<file path="config.mk">
export PLATFORM = sky130hd
export DESIGN_NAME = gd_fault_mgr
export DESIGN_NICKNAME = d
export VERILOG_FILES = /design/src/rtl/gd_fault_mgr.sv
export SDC_FILE = /design/constraint.sdc
export NUM_CORES = 1
export LEC_CHECK = 0
export ABC_AREA = 1
export BUFFER_PORTS_ARGS = -buffer_cell sky130_fd_sc_hd__buf_2
export CORE_MARGIN = 4
export CORE_UTILIZATION = 55
export DETAILED_ROUTE_END_ITERATION = 7
export PLACE_DENSITY = 0.78
export SETUP_SLACK_MARGIN = 0.02
export SYNTH_ARGS = -nofsm -noshare
export SYNTH_HDL_FRONTEND = slang
export SYNTH_SLANG_ARGS = --single-unit
</file>
<file path="constraint.sdc">
create_clock -name clk -period 1.47 [get_ports clk]
set_input_delay 0.0735 -clock clk [delete_from_list [all_inputs] [get_ports clk]]
set_output_delay 0.0735 -clock clk [all_outputs]
set_load 0.1 [all_outputs]
</file>
<file path="src/rtl/gd_fault_mgr.sv">
module gd_fault_mgr #(
  parameter int BLANK_NEG_CYC = 80,
  parameter int BLANK_GND_CYC = 80,
  parameter int BLANK_AUX_CYC = 100,
  parameter int CLR_CYC       = 12000
) (
  input  logic       clk,
  input  logic       rst_n,
  input  logic       trip_neg_i,
  input  logic       trip_gnd_i,
  input  logic       trip_aux_i,
  input  logic       uv_i,
  input  logic       gate_on_i,
  input  logic       en_pad_i,
  input  logic       cause_clr_i,
  output logic       shutdown_o,
  output logic       flt_pd_o,
  output logic [3:0] cause_o
);
  localparam int CW = $clog2(CLR_CYC + 1);

  logic [2:0]    trips;
  logic [2:0]    blank;
  logic [2:0]    hit;
  logic          oc_lat;
  logic [CW-1:0] clr_cnt;
  logic          uv_q;
  logic [3:0]    cause_q;

  assign trips = {trip_aux_i, trip_gnd_i, trip_neg_i};

  for (genvar i = 0; i < 3; i++) begin : g_blank
    localparam int B = (i == 0) ? BLANK_NEG_CYC : (i == 1) ? BLANK_GND_CYC : BLANK_AUX_CYC;
    localparam int W = $clog2(B + 1);
    logic [W-1:0] cnt;

    always_ff @(posedge clk or negedge rst_n) begin
      if (!rst_n)          cnt <= '0;
      else if (gate_on_i)  cnt <= W'(B - 1);
      else if (cnt != '0)  cnt <= cnt - 1'b1;
    end

    assign blank[i] = gate_on_i | (cnt != '0);
    assign hit[i]   = trips[i] & ~blank[i];
  end

  always_ff @(posedge clk or negedge rst_n) begin
    if (!rst_n) begin
      oc_lat  <= 1'b0;
      clr_cnt <= '0;
    end else if (|hit) begin
      oc_lat  <= 1'b1;
      clr_cnt <= '0;
    end else if (|trips) begin
      clr_cnt <= '0;
    end else if (oc_lat) begin
      if (clr_cnt == CW'(CLR_CYC - 1)) begin
        oc_lat  <= 1'b0;
        clr_cnt <= '0;
      end else begin
        clr_cnt <= clr_cnt + 1'b1;
      end
    end
  end

  always_ff @(posedge clk or negedge rst_n) begin
    if (!rst_n) begin
      uv_q    <= 1'b0;
      cause_q <= '0;
    end else begin
      uv_q    <= uv_i;
      cause_q <= (cause_clr_i ? 4'b0 : cause_q) | {hit, uv_i};
    end
  end

  assign shutdown_o = (|hit) | oc_lat | uv_i | ~en_pad_i;
  assign flt_pd_o   = oc_lat | uv_q;
  assign cause_o    = cause_q;
endmodule

</file>
* After elaboration in Yosys (flattened, before gate mapping)
Cells that the tools add are included.
** Word-level totals
- Bits in registers :: 41
- Output and inout port bits :: 6
** Operators by class
- $add $sub $neg :: 4
- Eq/ne operators :: 2
- Multiplexer cells :: 15
- Bitwise logic cells :: 15
- Reductions and logical operators :: 9
** Operators with widths (count)
- $mux W14 :: 4
- $mux W7 :: 6
- $reduce_bool A7 Y1 :: 3
- $sub A7 B1 Y7 const B :: 3
- $add A14 B1 Y14 const B :: 1
- $eq A14 B14 Y1 const B :: 1
- $or A1 B1 Y1 :: 7
- $reduce_bool A2 Y1 :: 3
- $reduce_or A3 Y1 :: 2
- $mux W1 :: 4
- $mux W4 :: 1
- $not A1 Y1 :: 4
- $or A4 B4 Y4 :: 1
- $and A1 B1 Y1 :: 3
- $reduce_bool A3 Y1 :: 1
- $ne A2 B2 Y1 const B :: 1

* Depth between registers and ports, before layout
Gate-level depths: netlist (run 1).
- Word-level depth :: 8
- Depth in mapped cells :: 10
- Depth with buffers taken out :: 10

* Least setup slack after synthesis (run 1)
Ideal clock, no wire load.
- Kind :: reg-to-output
- From :: register g_blank[2].cnt[0]
- To :: output port shutdown_o
- Data arrival time :: 1.851 ns
- Data required time :: 1.397 ns
- Slack :: -0.455 ns
- Stages on the path, launching flop included :: 9
- Path buffers :: 0
- Cell sequence :: dfrtp_1 -> inv_1 -> ha_1 -> inv_1 -> nor2_1 -> nand3_4 -> nand4_1 -> inv_1 -> nand3_1
** Between the ends
- Cells in the longest elaborated chain, start to end :: 8
** Ends and longest elaborated chain
- start, declared :: RTL line 35 : logic [W-1:0] cnt;
- start signal, assigned :: RTL line 39 : else if (gate_on_i) cnt <= W'(B - 1);
- start signal, assigned :: RTL line 40 : else if (cnt != '0) cnt <= cnt - 1'b1;
- $reduce_bool A7 Y1 :: RTL line 43 : assign blank[i] = gate_on_i | (cnt != '0);
- $or A1 B1 Y1 :: RTL line 43
- $not A1 Y1 :: RTL line 44 : assign hit[i] = trips[i] & ~blank[i];
- $and A1 B1 Y1 :: RTL line 44
- $reduce_or A3 Y1 :: RTL line 76 : assign shutdown_o = (|hit) | oc_lat | uv_i | ~en_pad_i;
- $or A1 B1 Y1 (3 in series) :: RTL line 76
- end, declared :: RTL line 16 : output logic shutdown_o,
Every way passes these cells.

* Worst setup path after layout (run 1)
- From :: register g_blank[0].cnt[1]
- To :: output port shutdown_o
** Between the ends
- Cells in the longest elaborated chain, start to end :: 8
** Ends and longest elaborated chain (RTL line)
- start, declared :: 35
- start signal, assigned :: 39
- start signal, assigned :: 40
- $reduce_bool A7 Y1 :: 43
- $or A1 B1 Y1 :: 43
- $not A1 Y1 :: 44
- $and A1 B1 Y1 :: 44
- $reduce_or A3 Y1 :: 76
- $or A1 B1 Y1 (3 in series) :: 76
Every way passes these cells.

==> impl_metrics.env, run 1 <==
export IMPL_power_frac_seq_pct=47.9
export IMPL_syn_inst=341
export IMPL_clockRootBuffer="clkbuf_8"
export IMPL_power_total_mw=2.46
export IMPL_clock_latency_ns=0.30
export IMPL_grt_pass1_wl_um=10100
export IMPL_synth_warnings=0
export IMPL_drv_slew=0
export IMPL_drive_gt1_share_pct=29.2
export IMPL_syn_num_nets=357
export IMPL_grt_overflow=0
export IMPL_cp_max_fo=2
export IMPL_rrSetupSlack_ns=-0.03
export IMPL_rows=24
export IMPL_die_h_um=75.9
export IMPL_n_fill_cell=308
export IMPL_leakagePower_nw=1.48
export IMPL_violations="setup timing"
export IMPL_synth_distinct_cells=32
export IMPL_p_comb_share_pct=12.9
export IMPL_grt_total_usage_pct=22.8
export IMPL_startpoint_type="register"
export IMPL_worstMarginPinSlew_ns=0.486
export IMPL_wl_um=6140
export IMPL_synth_most_common_cell="nand2_1"
export IMPL_hpwl_um=3940
export IMPL_die_w_um=75.9
export IMPL_final_hold_viol_count=0
export IMPL_rsz0062_at_grt="yes"
export IMPL_crit_type="reg2out"
export IMPL_setup_viol=16
export IMPL_ys_ff_latch=41
export IMPL_stdcell_count=446
export IMPL_power_density_nw_per_um2=757
export IMPL_swShare_pct=25.5
export IMPL_async_reset_ff_share_pct=100
export IMPL_vias=2443
export IMPL_io_pins=15
export IMPL_wl_per_cell_um=13.8
export IMPL_end_kind="output port"
export IMPL_cts_buffers=5
export IMPL_place_congestion=0.859
export IMPL_hp_class="in2reg"
export IMPL_p_clk_share_pct=39.2
export IMPL_p_switching_mw=0.628
export IMPL_synth_edff_count=0
export IMPL_fin_skew_ns=0.0101
export IMPL_ir_worst_vdd_mv=0.763
export IMPL_dpl_worst_slack_ns=-0.0243
export IMPL_vias_per_cell=5.48
export IMPL_arrival_ns=1.62
export IMPL_finalInstanceArea_um2=3250
export IMPL_antenna_found_initial=0
export IMPL_place_inst=420
export IMPL_drc=0
export IMPL_htreeDepth=2
export IMPL_finalCritPeriodShare_pct=116
export IMPL_final_util_pct=73.7
export IMPL_grt_pass1_vias=2304
export IMPL_synth_top_area_share_pct=40.5
export IMPL_first_iter_violations=186
export IMPL_synth_seq_area_share_pct=40.5
export IMPL_firstDrtPassIters=4
export IMPL_p_int_mw=1.83
export IMPL_cts_tree="done"
export IMPL_place_area_um2=2840
export IMPL_start_util_pct=57.4
export IMPL_maxSlewHeadroom_pct=67.8
export IMPL_yosysTopAreaCell="dfrtp_1"
export IMPL_period_needed_ns=1.70
export IMPL_synth_area_per_cell_um2=7.43
export IMPL_ant_nets=0
export IMPL_fmax_mhz=589
export IMPL_synth_commonest_cells="nand2_1, inv_1, dfrtp_1"
export IMPL_diodes=0
export IMPL_tns_ns=-0.563
export IMPL_clkTransAtPathRegs_ns=0.08
export IMPL_clock_sinks=41
export IMPL_cap_violations=0
export IMPL_whs_ns=0.194
export IMPL_yosys_top_cells_area="dfrtp_1, nand2_1, inv_1, nor2_1, nand4_1"
export IMPL_portBuffers=14
export IMPL_grt_max_degree=42
export IMPL_die_area_um2=5750
export IMPL_coreArea_um2=4410
export IMPL_clockBufferDepth=2
export IMPL_critPathRequiredTime_ns=1.40
export IMPL_synthFlopType="dfrtp_1"
export IMPL_fin_nets=409
export IMPL_syn_to_final_growth_pct=28.4
export IMPL_synth_cell_area_um2=2530
export IMPL_outcome="finished with violations"
export IMPL_finalWorstSetupSlack_ns=-0.228
[critical path, cell delays in order (launching register included)]
cell	delay (ns)
dfrtp_1	0.40
inv_2	0.08
ha_4	0.12
inv_2	0.03
nor2_2	0.10
nand4_1	0.13
nand4_1	0.16
inv_2	0.07
nand3_4	0.06
buf_12	0.17
[what timing repair did]
item,4_1_cts,5_1_grt
hold buffers,3,0
resized for setup,11,35
pin swaps,4,26
setup endpoints to repair,15,28
setup buffers,8,10
endpoints found under the hold margin,44,0
[routing by layer]
metal / track usage (%) / part of all wire (%) / vias to the layer above
met5: 0 / 0 / -
met1: 29.3 / 45 / 1168
met3: 4.22 / 3.5 / 13
met2: 38.2 / 50 / 51
met4: 7.96 / 1.8 / 0
li1: - / - / 1211
[path summary, 6_finish.rpt]
path                                    from                end  cells after the start
setup / recovery           g_blank[0].cnt[1]         shutdown_o                      9
hold / removal                     gate_on_i  g_blank[0].cnt[4]                      2
setup reg to reg           g_blank[0].cnt[1]         clr_cnt[8]                     11
hold reg to reg            g_blank[2].cnt[5]  g_blank[2].cnt[5]                      2
max in group asynchronous              rst_n  g_blank[2].cnt[2]                      3
min in group asynchronous              rst_n         cause_o[0]                      3
[flip-flops by register name (all words and copies together), names as in the netlist]
register     flops
g_blank.cnt     21
clr_cnt         14
cause_o          4
oc_lat           1
uv_q             1
[cells in the final DEF (no fill, tap or decap), drive strengths merged, types with 2 or more instances in the layout]
cell type,netlist,final
a21oi,15,15
buf,5,49
clkbuf,2,6
clkinv,2,2
dfrtp,41,41
dlygate4sd3,0,3
ha,7,7
inv,50,50
nand2,84,84
nand3,27,27
nand4,23,23
nor2,50,50
nor3,5,5
o21ai,16,16
o21bai,3,3
o31ai,2,2
xnor2,3,3
xor2,2,2
[cells by family after synthesis]
kind of cell	count (synthesis)	share of synthesized area, %
AOI/OAI and AO/OA	37	8.20
xor gates and xnor gates	5	1.73
adders and majority gates	7	3.46
buffers and inverters	59	9.49
DFF	41	40.5
and+or+nand+nor	192	36.6
[power groups by stage]
stage	clock network (mW)	logic, mW	registers [mW]
after detailed placement	0	0.248	1.20
final	0.964	0.318	1.18
after CTS	0.983	0.274	1.17
after global placement	0	0.244	1.20
after global routing	1.04	0.349	1.18
after floorplan	0	0.133	1.21
[final cells by class]
class                   count  area (µm²)  area share, %
flip-flops and latches     41        1030           31.6
multi-input cells         241        1420           43.8
well taps                  52        65.1           2.00
repair buffers             52         422           13.0
clock buffers               6        82.6           2.54
inverters                  52         195           6.00
clock inverters             2        37.5           1.15
(Power assumes the default switching activity.)
==> inputs of run 2 (changes only) <==
--- a/constraint.sdc
+++ b/constraint.sdc
@@ -3,2 +3,2 @@
 set_output_delay 0.0735 -clock clk [all_outputs]
-set_load 0.1 [all_outputs]
+set_load 0.02 [all_outputs]
==> impl_metrics.env, run 2 (same netlist as run 1, synthesis figures left out) <==
export IMPL_outcome="finished with violations"
export IMPL_violations="hold timing, setup timing"
export IMPL_power_density_nw_per_um2=716
export IMPL_arrival_ns=1.61
export IMPL_fmax_mhz=594
export IMPL_final_cell_mix="nand2_1, dfrtp_1, inv_1, buf_4, nor2_1"
export IMPL_period_needed_ns=1.68
export IMPL_hpwl_um=4150
export IMPL_r2r_cells=11
export IMPL_layout_commonest_cell="nand2_1"
export IMPL_cp_max_fo=2
export IMPL_wl_per_cell_um=14.7
export IMPL_clock_sinks=41
export IMPL_fin_nets=416
export IMPL_fin_skew_ns=0.00883
export IMPL_vias_per_cell=5.51
export IMPL_worstPathCellList="inv_2, ha_4, inv_2, nor2_2, nand4_1, nand4_1, inv_2, nand3_2, buf_6"
export IMPL_htreeDepth=2
export IMPL_worstMarginPinSlew_ns=0.443
export IMPL_clkTransAtPathRegs_ns=0.08
export IMPL_finalWorstSetupSlack_ns=-0.212
export IMPL_vias=2495
export IMPL_setup_viol=25
export IMPL_end_kind="output port"
export IMPL_leakagePower_nw=1.52
export IMPL_maxSlewHeadroom_pct=70.4
export IMPL_startpoint_type="register"
export IMPL_crit_path_end="shutdown_o"
export IMPL_finalCritPeriodShare_pct=114
export IMPL_clockRootBuffer="clkbuf_8"
export IMPL_rsz0062_at_grt="yes"
export IMPL_die_area_um2=5750
export IMPL_antenna_found_initial=0
export IMPL_die_h_um=75.9
export IMPL_r2r_start="g_blank[0].cnt[1]"
export IMPL_cts_buffers=5
export IMPL_ant_nets=0
export IMPL_io_pins=15
export IMPL_die_w_um=75.9
export IMPL_hp_class="in2reg"
export IMPL_worst_path_max_delay_cell="dfrtp_1"
export IMPL_place_congestion=0.892
export IMPL_first_iter_violations=158
export IMPL_rows=24
export IMPL_power_total_mw=2.33
export IMPL_largest_register="g_blank.cnt"
export IMPL_wl_um=6670
export IMPL_clockBufferDepth=2
export IMPL_n_fill_cell=316
export IMPL_cpMostUsedCell="inv_2"
export IMPL_diodes=0
export IMPL_cap_violations=0
export IMPL_drv_slew=0
export IMPL_grt_max_degree=31
export IMPL_start_util_pct=57.4
export IMPL_grt_total_usage_pct=24.5
export IMPL_rrSetupSlack_ns=-0.10
export IMPL_portBuffers=14
export IMPL_regToRegEndpoint="clr_cnt[12]"
export IMPL_drive_gt1_share_pct=30.2
export IMPL_coreArea_um2=4410
export IMPL_clock_latency_ns=0.30
export IMPL_whs_ns=-0.00133
export IMPL_syn_to_final_growth_pct=28.7
export IMPL_final_hold_viol_count=1
export IMPL_critPathMaxStageDelay_ns=0.40
export IMPL_cts_tree="done"
export IMPL_largest_reg_flops=21
export IMPL_ir_worst_vdd_mv=0.524
export IMPL_grt_pass1_vias=2567
export IMPL_grt_pass1_wl_um=10900
export IMPL_drc=0
export IMPL_grt_overflow=0
export IMPL_firstDrtPassIters=4
export IMPL_critPathLaunch="g_blank[0].cnt[1]"
export IMPL_crit_type="reg2out"
export IMPL_critPathRequiredTime_ns=1.40
-- run 2: changes by cell type in the layout (fill, tap and decap cells not counted), sizes merged --
| cell | before | now |
|---|---|---|
| clkbuf | 6 | 7 |
| dlygate4sd3 | 3 | 2 |
| clkinvlp | 1 | 0 |
| bufinv | 1 | 0 |
| buf | 49 | 57 |
| clkinv | 2 | 3 |
-- run 2: worst min-delay path by stage --
| stage | cells after the start | to | start | slack (ns) |
|---|---|---|---|---|
| 6_report | 2 | cause_o[2] | cause_clr_i | -0.001 |
| 5_1_grt | 2 | cause_o[2] | cause_clr_i | 0.02 |
| 4_1_cts | 2 | cause_o[1] | cause_clr_i | 0.006 |
| 3_5_place_dp | 1 | clr_cnt[9] | rst_n | -0.02 |
| 3_3_place_gp | 1 | clr_cnt[9] | rst_n | -0.02 |
| 2_1_floorplan | 0 | cause_o[0] | rst_n | -0.22 |
-- run 2: routing by layer --
layer / wire length (µm) / part of all wire, % / global-route usage (%) / vias to the layer above
li1: - / - / - / 1218
met1: 2550 / 38 / 27.5 / 1184
met2: 3710 / 56 / 45.3 / 69
met3: 218 / 3.3 / 4.62 / 24
met4: 192 / 2.9 / 9.51 / 0
met5: 0 / 0 / 0 / -
-- run 2: layout make-up --
type,instances,area (µm²),share of cell area (%)
Sequential cell,41,1030,31.5
Clock inverter,1,5.00,0.154
Clock buffer,7,96.3,2.96
Tap cell,52,65.1,2.00
Inverter,52,198,6.07
Timing Repair Buffer,59,464,14.2
Multi-Input combinational cell,241,1400,43.1
-- run 2: through the flow --
stage | area [µm²] | TNS (ns) | setup slack [ns] | std cells | utilization, %
after floorplan | 2530 | 0 | 0.0258 | 341 | -
after global placement | 2820 | -0.0177 | -0.0177 | 423 | 63.9
after detailed placement | 2820 | -0.279 | -0.0644 | 423 | 63.9
after CTS | 3130 | -0.433 | -0.119 | 448 | 70.9
after global routing | 3260 | -4.25 | -0.333 | 453 | 73.8
final | 3260 | -1.49 | -0.212 | 453 | 73.8
-- run 2: repair_timing --
item / 4_1_cts / 5_1_grt
hold endpoints to repair: 42 / 0
pin swaps: 13 / 16
gates resized for setup: 21 / 28
hold buffers: 2 / 0
endpoints found under the setup margin: 22 / 31
buffers inserted: 17 / 7
-- run 2: worst max-delay path, delay by kind of cell (launching register included) --
family        cells  cell delay [ns]
fa+ha+maj         1             0.12
buf+inv           4             0.30
flops             1             0.40
simple gates      4             0.49
-- run 2: report_power, final --
part	internal [mW]	total (mW)	leakage [nW]	switching, mW
registers	1.16	1.18	0.500	0.0188
logic	0.140	0.323	0.962	0.183
clock network	0.425	0.834	0.0542	0.409
total	1.72	2.33	1.52	0.611
==> inputs of run 3 (changes only) <==
ABC_CLOCK_PERIOD_IN_PS = 1470   (was not set)
CTS_BUF_LIST = sky130_fd_sc_hd__clkbuf_16   (was not set)
==> impl_metrics.env, run 3 (same netlist as run 1, synthesis figures left out) <==
export IMPL_outcome="finished with violations"
export IMPL_violations="setup timing"
export IMPL_io_pins=15
export IMPL_drive_gt1_share_pct=32.5
export IMPL_wl_per_cell_um=15.0
export IMPL_antenna_found_initial=0
export IMPL_drc=0
export IMPL_cap_violations=0
export IMPL_setup_viol=16
export IMPL_rsz0062_at_grt="yes"
export IMPL_finalCritPeriodShare_pct=108
export IMPL_vias=2552
export IMPL_rrSetupSlack_ns=-0.10
export IMPL_finalInstanceArea_um2=3420
export IMPL_place_congestion=0.892
export IMPL_worstMarginPinSlew_ns=0.461
export IMPL_fin_skew_ns=0.00702
export IMPL_grt_total_usage_pct=24.8
export IMPL_hpwl_um=4150
export IMPL_layout_commonest_cell="nand2_1"
export IMPL_r2r_start="g_blank[0].cnt[1]"
export IMPL_place_area_um2=2820
export IMPL_hp_class="in2reg"
export IMPL_critPathMaxStageDelay_ns=0.39
export IMPL_firstDrtPassIters=5
export IMPL_r2r_cells=11
export IMPL_fmax_mhz=627
export IMPL_cts_buffers=5
export IMPL_min_to="cause_o[2]"
export IMPL_grt_pass1_wl_um=11000
export IMPL_regToRegEndpoint="clr_cnt[8]"
export IMPL_worstPathCellList="inv_2, ha_4, inv_4, nor2_4, nand3_4, nand4_1, inv_2, nand3_2, buf_6"
export IMPL_vias_per_cell=5.57
export IMPL_grt_overflow=0
export IMPL_dpl_worst_slack_ns=-0.0644
export IMPL_period_needed_ns=1.59
export IMPL_cts_tree="done"
export IMPL_crit_type="reg2out"
export IMPL_startpoint_type="register"
export IMPL_critPathRequiredTime_ns=1.40
export IMPL_ant_nets=0
export IMPL_leakagePower_nw=1.57
export IMPL_largest_reg_flops=21
export IMPL_cpMostUsedCell="inv_2"
export IMPL_largest_register="g_blank.cnt"
export IMPL_maxSlewHeadroom_pct=69.2
export IMPL_worst_path_max_delay_cell="dfrtp_1"
export IMPL_fin_nets=421
export IMPL_clockRootBuffer="clkbuf_16"
export IMPL_clock_sinks=41
export IMPL_arrival_ns=1.52
export IMPL_portBuffers=14
export IMPL_min_from="cause_clr_i"
export IMPL_clock_latency_ns=0.28
export IMPL_first_iter_violations=159
export IMPL_die_w_um=75.9
export IMPL_drv_slew=0
export IMPL_diodes=0
export IMPL_clockBufferDepth=2
export IMPL_grt_max_degree=31
export IMPL_finalWorstSetupSlack_ns=-0.124
export IMPL_clkTransAtPathRegs_ns=0.06
export IMPL_ir_worst_vdd_mv=0.571
export IMPL_syn_to_final_growth_pct=35.0
export IMPL_final_hold_viol_count=0
export IMPL_die_area_um2=5750
export IMPL_cp_max_fo=2
export IMPL_htreeDepth=2
export IMPL_end_kind="output port"
export IMPL_rows=24
export IMPL_grt_pass1_vias=2626
export IMPL_start_util_pct=57.4
export IMPL_coreArea_um2=4410
export IMPL_hold_depth=2
export IMPL_power_density_nw_per_um2=749
export IMPL_final_cell_mix="nand2_1, dfrtp_1, inv_1, buf_4, nor2_1"
export IMPL_wl_um=6870
export IMPL_die_h_um=75.9
[run 3: layer usage]
| metal | vias to the layer above | global-route usage (%) | wire length, µm |
|---|---|---|---|
| li1 | 1231 | - | - |
| met1 | 1243 | 27.1 | 2620 |
| met2 | 62 | 45.6 | 3840 |
| met3 | 16 | 5.67 | 282 |
| met4 | 0 | 10.7 | 127 |
| met5 | - | 0 | 0 |
[run 3: worst max path at each step]
stage                            startpoint                end  slack [ns]  cells after the start
after floorplan           g_blank[2].cnt[0]         clr_cnt[4]        0.03                     10
after global placement    g_blank[2].cnt[1]  g_blank[2].cnt[2]       -0.02                     10
after CTS                 g_blank[2].cnt[1]         shutdown_o       -0.10                      9
after detailed placement  g_blank[2].cnt[1]  g_blank[2].cnt[2]       -0.06                     10
final                     g_blank[2].cnt[1]         shutdown_o       -0.12                      9
after global routing      g_blank[2].cnt[1]         shutdown_o       -0.22                      9
[run 3: area by class of cell]
cell class / count / area [µm²]
multi-input cells: 241 / 1450
flip-flops and latches: 41 / 1030
fillers: 293 / 995
repair buffers: 64 / 538
inverters: 52 / 200
clock buffers: 5 / 125
well taps: 52 / 65.1
clock inverters: 3 / 12.5
[run 3: stage by stage]
step	total power [mW]	util [%]	std cells	setup TNS (ns)	hold WS (ns)
finish	2.56	77.5	458	-1.18	0.0281
CTS	2.52	71.4	445	-0.401	0.0210
global route	2.66	77.5	458	-2.65	0.0471
floorplan	1.32	-	341	0	-0.222
detailed placement	1.43	63.9	423	-0.279	-0.0225
global placement	1.42	63.9	423	-0.0177	-0.0225
[run 3: power by group]
part | leakage, nW | switching, mW | internal (mW)
sequential | 0.500 | 0.0213 | 1.16
clock | 0.0687 | 0.425 | 0.614
combinational | 0.999 | 0.194 | 0.149
total | 1.57 | 0.641 | 1.92
[run 3: what timing repair did]
action                                  CTS  global route
hold buffers                              2             0
endpoints found under the hold margin    42             0
buffers inserted                         12            15
pin swaps                                 8            16
resized for setup                        23            46
gates cloned                              0             1
endpoints found under the setup margin   22            30
[run 3: critical path: cells and delay by family, from the launching register on]
family / cells / cell delay [ns]
adder cells (fa/ha/maj): 1 / 0.15
flip-flops: 1 / 0.39
AND/OR/NAND/NOR: 4 / 0.39
buffers and inverters: 4 / 0.31
